`config.mk`:
```
export PLATFORM = sky130hd
export DESIGN_NAME = dbg_cmd_seq
export DESIGN_NICKNAME = d
export VERILOG_FILES = /design/src/rtl/dbg_seq_pkg.sv /design/src/rtl/dbg_cmd_decode.sv /design/src/rtl/dbg_seq_fsm.sv /design/src/rtl/dbg_reason_status.sv /design/src/rtl/dbg_cmd_seq.sv
export SDC_FILE = /design/constraint.sdc
export NUM_CORES = 1
export LEC_CHECK = 0
export ABC_AREA = 1
export BUFFER_PORTS_ARGS = -buffer_cell sky130_fd_sc_hd__buf_2
export CAP_MARGIN = 20
export CORE_MARGIN = 10
export CORE_UTILIZATION = 30
export CTS_CLUSTER_DIAMETER = 30
export DETAILED_ROUTE_END_ITERATION = 10
export GPL_ROUTABILITY_DRIVEN = 0
export GPL_TIMING_DRIVEN = 0
export PLACE_DENSITY = 0.63
export SLEW_MARGIN = 15
export SYNTH_ARGS = -nofsm -noshare
export SYNTH_HDL_FRONTEND = slang
export SYNTH_SLANG_ARGS = --single-unit
```
`constraint.sdc`:
```
create_clock -name clk -period 4 [get_ports clk]
set_clock_uncertainty 0.2 [all_clocks]
set_input_delay 0.4 -clock clk [delete_from_list [all_inputs] [get_ports clk]]
set_output_delay 0.4 -clock clk [all_outputs]
set_load 0.005 [all_outputs]
```
`src/rtl/dbg_seq_pkg.sv`:
```
package dbg_seq_pkg;

  typedef enum logic [2:0] {
    SQ_IDLE   = 3'd0,
    SQ_ACCESS = 3'd1,
    SQ_STEP   = 3'd2,
    SQ_WAIT   = 3'd3,
    SQ_EXIT   = 3'd4
  } seq_state_e;

  // Where a sequence goes once its register access (if any) is finished.
  function automatic seq_state_e after_access(input logic go, input logic ex);
    if (go)      return SQ_STEP;
    else if (ex) return SQ_EXIT;
    else         return SQ_IDLE;
  endfunction

endpackage

```
`src/rtl/dbg_cmd_decode.sv`:
```
module dbg_cmd_decode #(
  parameter int SEL_W = 7,
  parameter logic [SEL_W-1:0] NOREG_SEL = {SEL_W{1'b1}},
  parameter logic [SEL_W-1:0] INJ_SEL   = {{(SEL_W-1){1'b1}}, 1'b0}
) (
  input  logic [SEL_W+1:0] word,
  input  logic             wr,
  output logic             go,
  output logic             ex,
  output logic [SEL_W-1:0] sel,
  output logic             no_reg,
  output logic             inject
);
  // Field positions: go on top, exit below it, select in the low bits.
  always_comb begin
    go     = word[SEL_W+1];
    ex     = word[SEL_W];
    sel    = word[SEL_W-1:0];
    no_reg = (word[SEL_W-1:0] == NOREG_SEL);
    inject = (word[SEL_W-1:0] == INJ_SEL) && wr;
  end
endmodule

```
`src/rtl/dbg_seq_fsm.sv`:
```
module dbg_seq_fsm
  import dbg_seq_pkg::*;
#(
  parameter int SEL_W  = 7,
  parameter int DATA_W = 32
) (
  input  logic              clk,
  input  logic              rst_n,
  input  logic              cmd_valid,
  input  logic              go,
  input  logic              ex,
  input  logic              no_reg,
  input  logic              inject,
  input  logic [SEL_W-1:0]  sel,
  input  logic              wr,
  input  logic [DATA_W-1:0] wdata,
  input  logic              reg_ack,
  input  logic              step_done,
  input  logic              in_debug,
  output logic              busy,
  output logic              reg_req,
  output logic              reg_we,
  output logic [SEL_W-1:0]  reg_sel,
  output logic [DATA_W-1:0] reg_wdata,
  output logic              step_req,
  output logic              step_inject,
  output logic              exit_req
);
  seq_state_e        st_q, st_d;
  logic              accept;
  logic              go_q, ex_q, inj_q, we_q;
  logic [SEL_W-1:0]  sel_q;
  logic [DATA_W-1:0] wd_q;

  assign accept = cmd_valid && (st_q == SQ_IDLE);

  always_comb begin
    st_d = st_q;
    unique case (st_q)
      SQ_IDLE:   if (cmd_valid) st_d = no_reg ? after_access(go, ex) : SQ_ACCESS;
      SQ_ACCESS: if (reg_ack)   st_d = after_access(go_q, ex_q);
      SQ_STEP:                  st_d = SQ_WAIT;
      SQ_WAIT:   if (step_done) st_d = ex_q ? SQ_EXIT : SQ_IDLE;
      SQ_EXIT:   if (!in_debug) st_d = SQ_IDLE;
      default:                  st_d = SQ_IDLE;
    endcase
  end

  always_ff @(posedge clk or negedge rst_n) begin
    if (!rst_n) st_q <= SQ_IDLE;
    else        st_q <= st_d;
  end

  // Command fields, loaded only on acceptance.
  always_ff @(posedge clk or negedge rst_n) begin
    if (!rst_n) begin
      go_q  <= 1'b0;
      ex_q  <= 1'b0;
      inj_q <= 1'b0;
      we_q  <= 1'b0;
      sel_q <= '0;
      wd_q  <= '0;
    end else if (accept) begin
      go_q  <= go;
      ex_q  <= ex;
      inj_q <= inject;
      we_q  <= wr;
      sel_q <= sel;
      wd_q  <= wdata;
    end
  end

  always_comb begin
    busy        = (st_q != SQ_IDLE);
    reg_req     = (st_q == SQ_ACCESS);
    reg_we      = reg_req && we_q;
    reg_sel     = sel_q;
    reg_wdata   = wd_q;
    step_req    = (st_q == SQ_STEP);
    step_inject = step_req && inj_q;
    exit_req    = (st_q == SQ_EXIT);
  end
endmodule

```
`src/rtl/dbg_reason_status.sv`:
```
module dbg_reason_status #(
  parameter int NREASON  = 8,
  parameter int STATUS_W = 32
) (
  input  logic                clk,
  input  logic                rst_n,
  input  logic [NREASON-1:0]  evt,
  input  logic                dis_clr,
  input  logic                in_debug,
  input  logic                busy,
  output logic [STATUS_W-1:0] status
);
  localparam int PAD_W = STATUS_W - 2 - NREASON;

  logic [NREASON-1:0] reason_q, reason_d;
  logic               dbg_q;
  logic               clr;

  // The clear is applied first and the events are ORed in after it,
  // so an event in a clearing cycle is kept.
  always_comb begin
    clr      = dis_clr || (dbg_q && !in_debug);
    reason_d = (clr ? '0 : reason_q) | evt;
  end

  always_ff @(posedge clk or negedge rst_n) begin
    if (!rst_n) begin
      reason_q <= '0;
      dbg_q    <= 1'b0;
    end else begin
      reason_q <= reason_d;
      dbg_q    <= in_debug;
    end
  end

  generate
    if (PAD_W > 0) begin : g_pad
      assign status = {busy, in_debug, {PAD_W{1'b0}}, reason_q};
    end else begin : g_nopad
      assign status = {busy, in_debug, reason_q};
    end
  endgenerate
endmodule

```
`src/rtl/dbg_cmd_seq.sv`:
```
module dbg_cmd_seq #(
  parameter int SEL_W   = 7,
  parameter int DATA_W  = 32,
  parameter int NREASON = 8,
  parameter logic [SEL_W-1:0] NOREG_SEL = {SEL_W{1'b1}},
  parameter logic [SEL_W-1:0] INJ_SEL   = {{(SEL_W-1){1'b1}}, 1'b0}
) (
  input  logic               clk,
  input  logic               rst_n,
  input  logic               cmd_valid,
  input  logic [SEL_W+1:0]   cmd_word,
  input  logic               cmd_wr,
  input  logic [DATA_W-1:0]  cmd_wdata,
  output logic               cmd_busy,
  output logic               cmd_reject,
  output logic               reg_req,
  output logic               reg_we,
  output logic [SEL_W-1:0]   reg_sel,
  output logic [DATA_W-1:0]  reg_wdata,
  input  logic               reg_ack,
  output logic               step_req,
  output logic               step_inject,
  input  logic               step_done,
  output logic               exit_req,
  input  logic               in_debug,
  input  logic [NREASON-1:0] dbg_evt,
  input  logic               dis_clr,
  output logic [31:0]        status
);
  localparam int STATUS_W = 32;

  // Reset: asserted asynchronously, released after two clock edges.
  logic rst_s1, rst_sync_n;
  always_ff @(posedge clk or negedge rst_n) begin
    if (!rst_n) begin
      rst_s1     <= 1'b0;
      rst_sync_n <= 1'b0;
    end else begin
      rst_s1     <= 1'b1;
      rst_sync_n <= rst_s1;
    end
  end

  logic             d_go, d_ex, d_noreg, d_inj;
  logic [SEL_W-1:0] d_sel;

  dbg_cmd_decode #(.SEL_W(SEL_W), .NOREG_SEL(NOREG_SEL), .INJ_SEL(INJ_SEL)) u_dec (
    .word(cmd_word), .wr(cmd_wr), .go(d_go), .ex(d_ex), .sel(d_sel),
    .no_reg(d_noreg), .inject(d_inj)
  );

  dbg_seq_fsm #(.SEL_W(SEL_W), .DATA_W(DATA_W)) u_fsm (
    .clk(clk), .rst_n(rst_sync_n), .cmd_valid(cmd_valid),
    .go(d_go), .ex(d_ex), .no_reg(d_noreg), .inject(d_inj), .sel(d_sel),
    .wr(cmd_wr), .wdata(cmd_wdata), .reg_ack(reg_ack), .step_done(step_done),
    .in_debug(in_debug), .busy(cmd_busy), .reg_req(reg_req), .reg_we(reg_we),
    .reg_sel(reg_sel), .reg_wdata(reg_wdata), .step_req(step_req),
    .step_inject(step_inject), .exit_req(exit_req)
  );

  dbg_reason_status #(.NREASON(NREASON), .STATUS_W(STATUS_W)) u_rsn (
    .clk(clk), .rst_n(rst_sync_n), .evt(dbg_evt), .dis_clr(dis_clr),
    .in_debug(in_debug), .busy(cmd_busy), .status(status)
  );

  assign cmd_reject = cmd_valid && cmd_busy;
endmodule

```
### Word-level counts from Yosys, hierarchy flattened

Index checks and enable logic that the tools add are counted.

| storage, ports and cells | value |
|---|---|
| input bits | 57 |
| output and inout bits | 78 |
| flip-flop bits (word level) | 57 |
| logic and storage cells | 44 |

| operators by class | value |
|---|---|
| equal/unequal tests | 10 |
| bitwise logic cells | 1 |
| mux-type cells | 11 |
| reduce and logical (&&, ||, !) cells | 11 |

Operators by type and width:

| kind | number |
|---|---|
| 2-to-1 mux 3 bit | 9 |
| case mux 3 bit (5 select lines) | 1 |
| equality test 7 bit (second input constant) | 2 |
| 2-to-1 mux 8 bit | 1 |
| OR 8 bit | 1 |
| equality test 3 x 2 -> 1 bit (second input constant) | 2 |
| logical AND 1 bit | 6 |
| inequality test 2 bit (second input constant) | 3 |
| AND reduction 4 bit | 1 |
| equality test 3 x 1 -> 1 bit (second input constant) | 1 |
| equality test 3 bit (second input constant) | 1 |
| logical NOT 3 bit | 1 |
| nonzero test 3 bit | 1 |
| inequality test 2 x 1 -> 1 bit (second input constant) | 1 |
| logical NOT 1 bit | 1 |
| logical OR 1 bit | 1 |

### Longest topological paths before layout

| logic depth | value |
|---|---|
| depth after elaboration | 5 |
| mapped depth | 8 |
| depth with buffers taken out | 8 |

### By module

A second synthesis with hierarchy kept.

| unflattened totals | value |
|---|---|
| cell total of the unflattened synthesis | 312 |
| area, all modules | 2,656.3 um^2 |

Modules (own cells, without submodules):

| module | cells an instance | sequential area each (um^2) | area an instance (um^2) | instances |
|---|---|---|---|---|
| dbg_seq_fsm | 227 | 1,151.1 | 1,958.1 | 1 |
| dbg_reason_status | 61 | 225.2 | 528.0 | 1 |
| dbg_cmd_decode | 19 | 0.0 | 108.9 | 1 |
| dbg_cmd_seq | 5 | 50.0 | 61.3 | 1 |

### Least setup slack after synthesis

Ideal clock, no wire load.

| path | value |
|---|---|
| path kind | reg-to-output |
| start | reg u_fsm.st_q[1] |
| end | out step_inject |
| setup slack | 2.435 ns |
| required time | 3.400 ns |
| data arrival time | 0.965 ns |
| cell stages (with the launch flop) | 5 |
| buffers on the path | 0 |
| cells stage by stage | dfrtp_1 inv_1 nor3_1 inv_1 nor2_1 |

| on the way | value |
|---|---|
| cells in the longest elaborated chain, start to end | 2 |

Ends and longest elaborated chain:

| element | RTL line | text |
|---|---|---|
| start: declaration | dbg_seq_fsm.sv:29 | `seq_state_e st_q, st_d;` |
| start signal: assignment | dbg_seq_fsm.sv:51 | `else st_q <= st_d;` |
| equality test 3 x 2 -> 1 bit | dbg_seq_fsm.sv:79 | `step_req = (st_q == SQ_STEP);` |
| via step_req | dbg_cmd_seq.sv:21 | `output logic step_req,` |
| logical AND 1 bit | dbg_seq_fsm.sv:80 | `step_inject = step_req && inj_q;` |
| end: declaration | dbg_cmd_seq.sv:22 | `output logic step_inject,` |

The timed path passes the listed nets, and every way through them passes these cells.

### Worst setup path in the final report

| path | value |
|---|---|
| start | reg u_fsm.st_q[1] |
| end | out step_inject |

| on the way | value |
|---|---|
| cells in the longest elaborated chain, start to end | 2 |

Ends and longest elaborated chain:

| element | RTL line |
|---|---|
| equality test 3 x 2 -> 1 bit | dbg_seq_fsm.sv:79 |
| logical AND 1 bit | dbg_seq_fsm.sv:80 |

Every way passes these cells.

==> flow_summary.yaml <==
outcome:
  status: "completed"
sta:
  setup_tns_ns: 0
  rsz0062_at_grt: "no"
  post-route-period-util_pct: 53.9
  setup_viol_count_final: 0
  fmax_mhz: 464
  worstMarginPinSlew_ns: 0.717
  finalHoldViolations: 0
  relSlewSlack_pct: 52.2
  min_period_ns: 2.16
  final_max_slew_viol_count: 0
layout:
  regArea_um2: 1430
  fill_cells: 829
  layout-drive-gt1-share_pct: 36.5
  nNetsFinal: 498
  layoutNonFillerInstCount: 551
  syn2layout_area_growth_pct: 38.7
  layout_common_cells: "nand2_1 (140), buf_2 (119), dfrtp_1 (56)"
  multi_input_area_um2: 846
  diodes: 0
  design_area_um2: 3490
  final_common_cell: "nand2_1"
global_routing:
  grt_pass1_wl_mm: 11.8
  antenna_found_initial: 0
  track_usage_pct: 11.6
  grt_start_max_net_pins: 56
  grt_pass1_vias: 2315
  overflow: 0
floorplan:
  dieArea_um2: 12400
  rows: 33
  core-area_um2: 8180
  start_util_pct: 30.7
  die_w_um: 112
  die-height_um: 112
  io-pin-count: 135
drt:
  vias: 2192
  post-route-drc-count: 0
  wirelength_mm: 7.14
  ant_nets: 0
  post_drt_wl_per_cell_um: 13.0
  drt_iter0_drc: 96
  routed_via_density: 3.98
  drt_pass1_iterations: 4
synth:
  ys_types: 18
  syn_area_um2: 2510
  yosys_warnings: 0
  syn_inst: 296
  yosysSeqAreaShare_pct: 56.7
  synth.avg_cell_area_um2: 8.49
  ys_ff_latch: 57
clock_tree:
  path_clk_slew_ns: 0.06
  cts-root-buf: "clkbuf_8"
  cts.sinks: 57
  ctsLongestPathBuffers: 2
  cts_tree: "yes"
  clk_latency_ns: 0.32
  cts_setup_buffers: 0
  htreeDepth: 3
  cts_made_buffers: 9
  cts.repair.resized: 0
worst_setup_path:
  worst-path-max-fanout: 4
  critPathKind: "flop to primary output"
  crit_path_start_kind: "flop"
  arrival_ns: 1.56
  critPathCaptureType: "primary output"
  critical_path_required_ns: 3.40
placed_design:
  dpl.cell_count: 534
  portBuffers: 112
  dpl-instance-area_um2: 3290
  dp_hpwl_mm: 5.55
power_and_ir_drop:
  ir_drop_mv: 0.242
  power_mw: 2.30
  leakage_nw: 2.12
  powerDensity_nw_per_um2: 660
flow_run:
  timing.max_cap.violations: 0
worst_hold_path:
  holdCritPathClass: "input port to flop"
where the power goes:
part	switching, mW	internal (mW)
Sequential	0.135	0.803
Combinational	0.475	0.364
Clock	0.220	0.303
area by class of cell:
cell class	instances	area share (%)
multi-input combinational	202	24.3
timing repair buffer	113	16.4
clock inverter	3	1.15
buffer	32	6.39
tap	105	3.77
sequential	57	41.0
clock buffer	13	4.27
inverter	26	2.80
final timing paths:
path / from / to / slack [ns] / cells past startpoint
min in group asynchronous: rst_sync_n$_DFF_PN0_ / u_rsn.reason_q[3]$_DFF_PN0_ / 0.19 / 0
min reg2reg: rst_s1$_DFF_PN0_ / rst_sync_n$_DFF_PN0_ / 0.18 / 0
max: u_fsm.st_q[1]$_DFFE_PN0P_ / step_inject / 1.84 / 5
max reg2reg: u_fsm.st_q[1]$_DFFE_PN0P_ / u_fsm.reg_wdata[28]$_DFFE_PN0P_ / 2.39 / 7
min: in_debug / u_rsn.dbg_q$_DFF_PN0_ / 0.06 / 1
max in group asynchronous: rst_sync_n$_DFF_PN0_ / u_fsm.st_q[0]$_DFFE_PN0P_ / 2.94 / 0
cells by family (layout without fill, tap and decap cells):
logic type / count (synthesis) / after routing / share of synthesized area, %
buffers and inverters: 58 / 187 / 12.7
other: 2 / 23 / 0.299
AO/OA/AOI/OAI: 15 / 15 / 3.98
AND/OR/NAND/NOR: 164 / 164 / 26.2
flip-flops: 57 / 57 / 56.7
stage by stage:
| stage | setup WS, ns | util (%) | hold slack, ns |
|---|---|---|---|
| finish | 1.84 | 42.7 | 0.0592 |
| CTS | 1.86 | 42.7 | 0.0442 |
| detailed placement | 2.23 | 40.2 | -0.00530 |
| floorplan | 2.10 | - | -0.0956 |
| global route | 1.74 | 42.7 | 0.0312 |
| global placement | 1.36 | 40.2 | -0.0141 |
flip-flops by register name, summed over array words and instances (netlist names):
signal and count:
rst_s1 1, rst_sync_n 1, u_fsm.ex_q 1, u_fsm.go_q 1
u_fsm.inj_q 1, u_fsm.reg_sel 7, u_fsm.reg_wdata 32, u_fsm.st_q 3
u_fsm.we_q 1, u_rsn.dbg_q 1, u_rsn.reason_q 8
synthesized netlist by cell type:
cell / number / area share [%]
nor2_8: 1 / 0.80
dfrtp_1: 57 / 57
buf_4: 25 / 7.5
o21bai_1: 9 / 2.7
nor3_1: 3 / 0.60
nor2_4: 1 / 0.45
o211ai_1: 1 / 0.30
nor2_1: 12 / 1.8
nand2_1: 140 / 21
inv_2: 2 / 0.30
conb_1: 2 / 0.30
inv_1: 24 / 3.6
o21ai_0: 4 / 0.80
buf_2: 7 / 1.4
o21ai_1: 1 / 0.20
nand3_1: 5 / 1.0
nand4_1: 1 / 0.25
nand2_4: 1 / 0.45
metal layers:
layer	track usage [%]	routed length (µm)	share of wire, %
met5	0	0	0
met4	3.08	62	0.87
met3	6.49	655	9.2
met2	18.1	3310	46
met1	13.4	3110	44
repair_timing:
item	4_1_cts	5_1_grt
hold endpoints to repair	2	0
setup endpoints to repair	0	0
hold buffers	1	0
critical path: stages (launching register included):
cell and delay (ns):
dfrtp_1 0.46, inv_1 0.12, nor3_1 0.31, inv_1 0.10, nor2_1 0.11, buf_2 0.13
(Power assumes the default switching activity.)
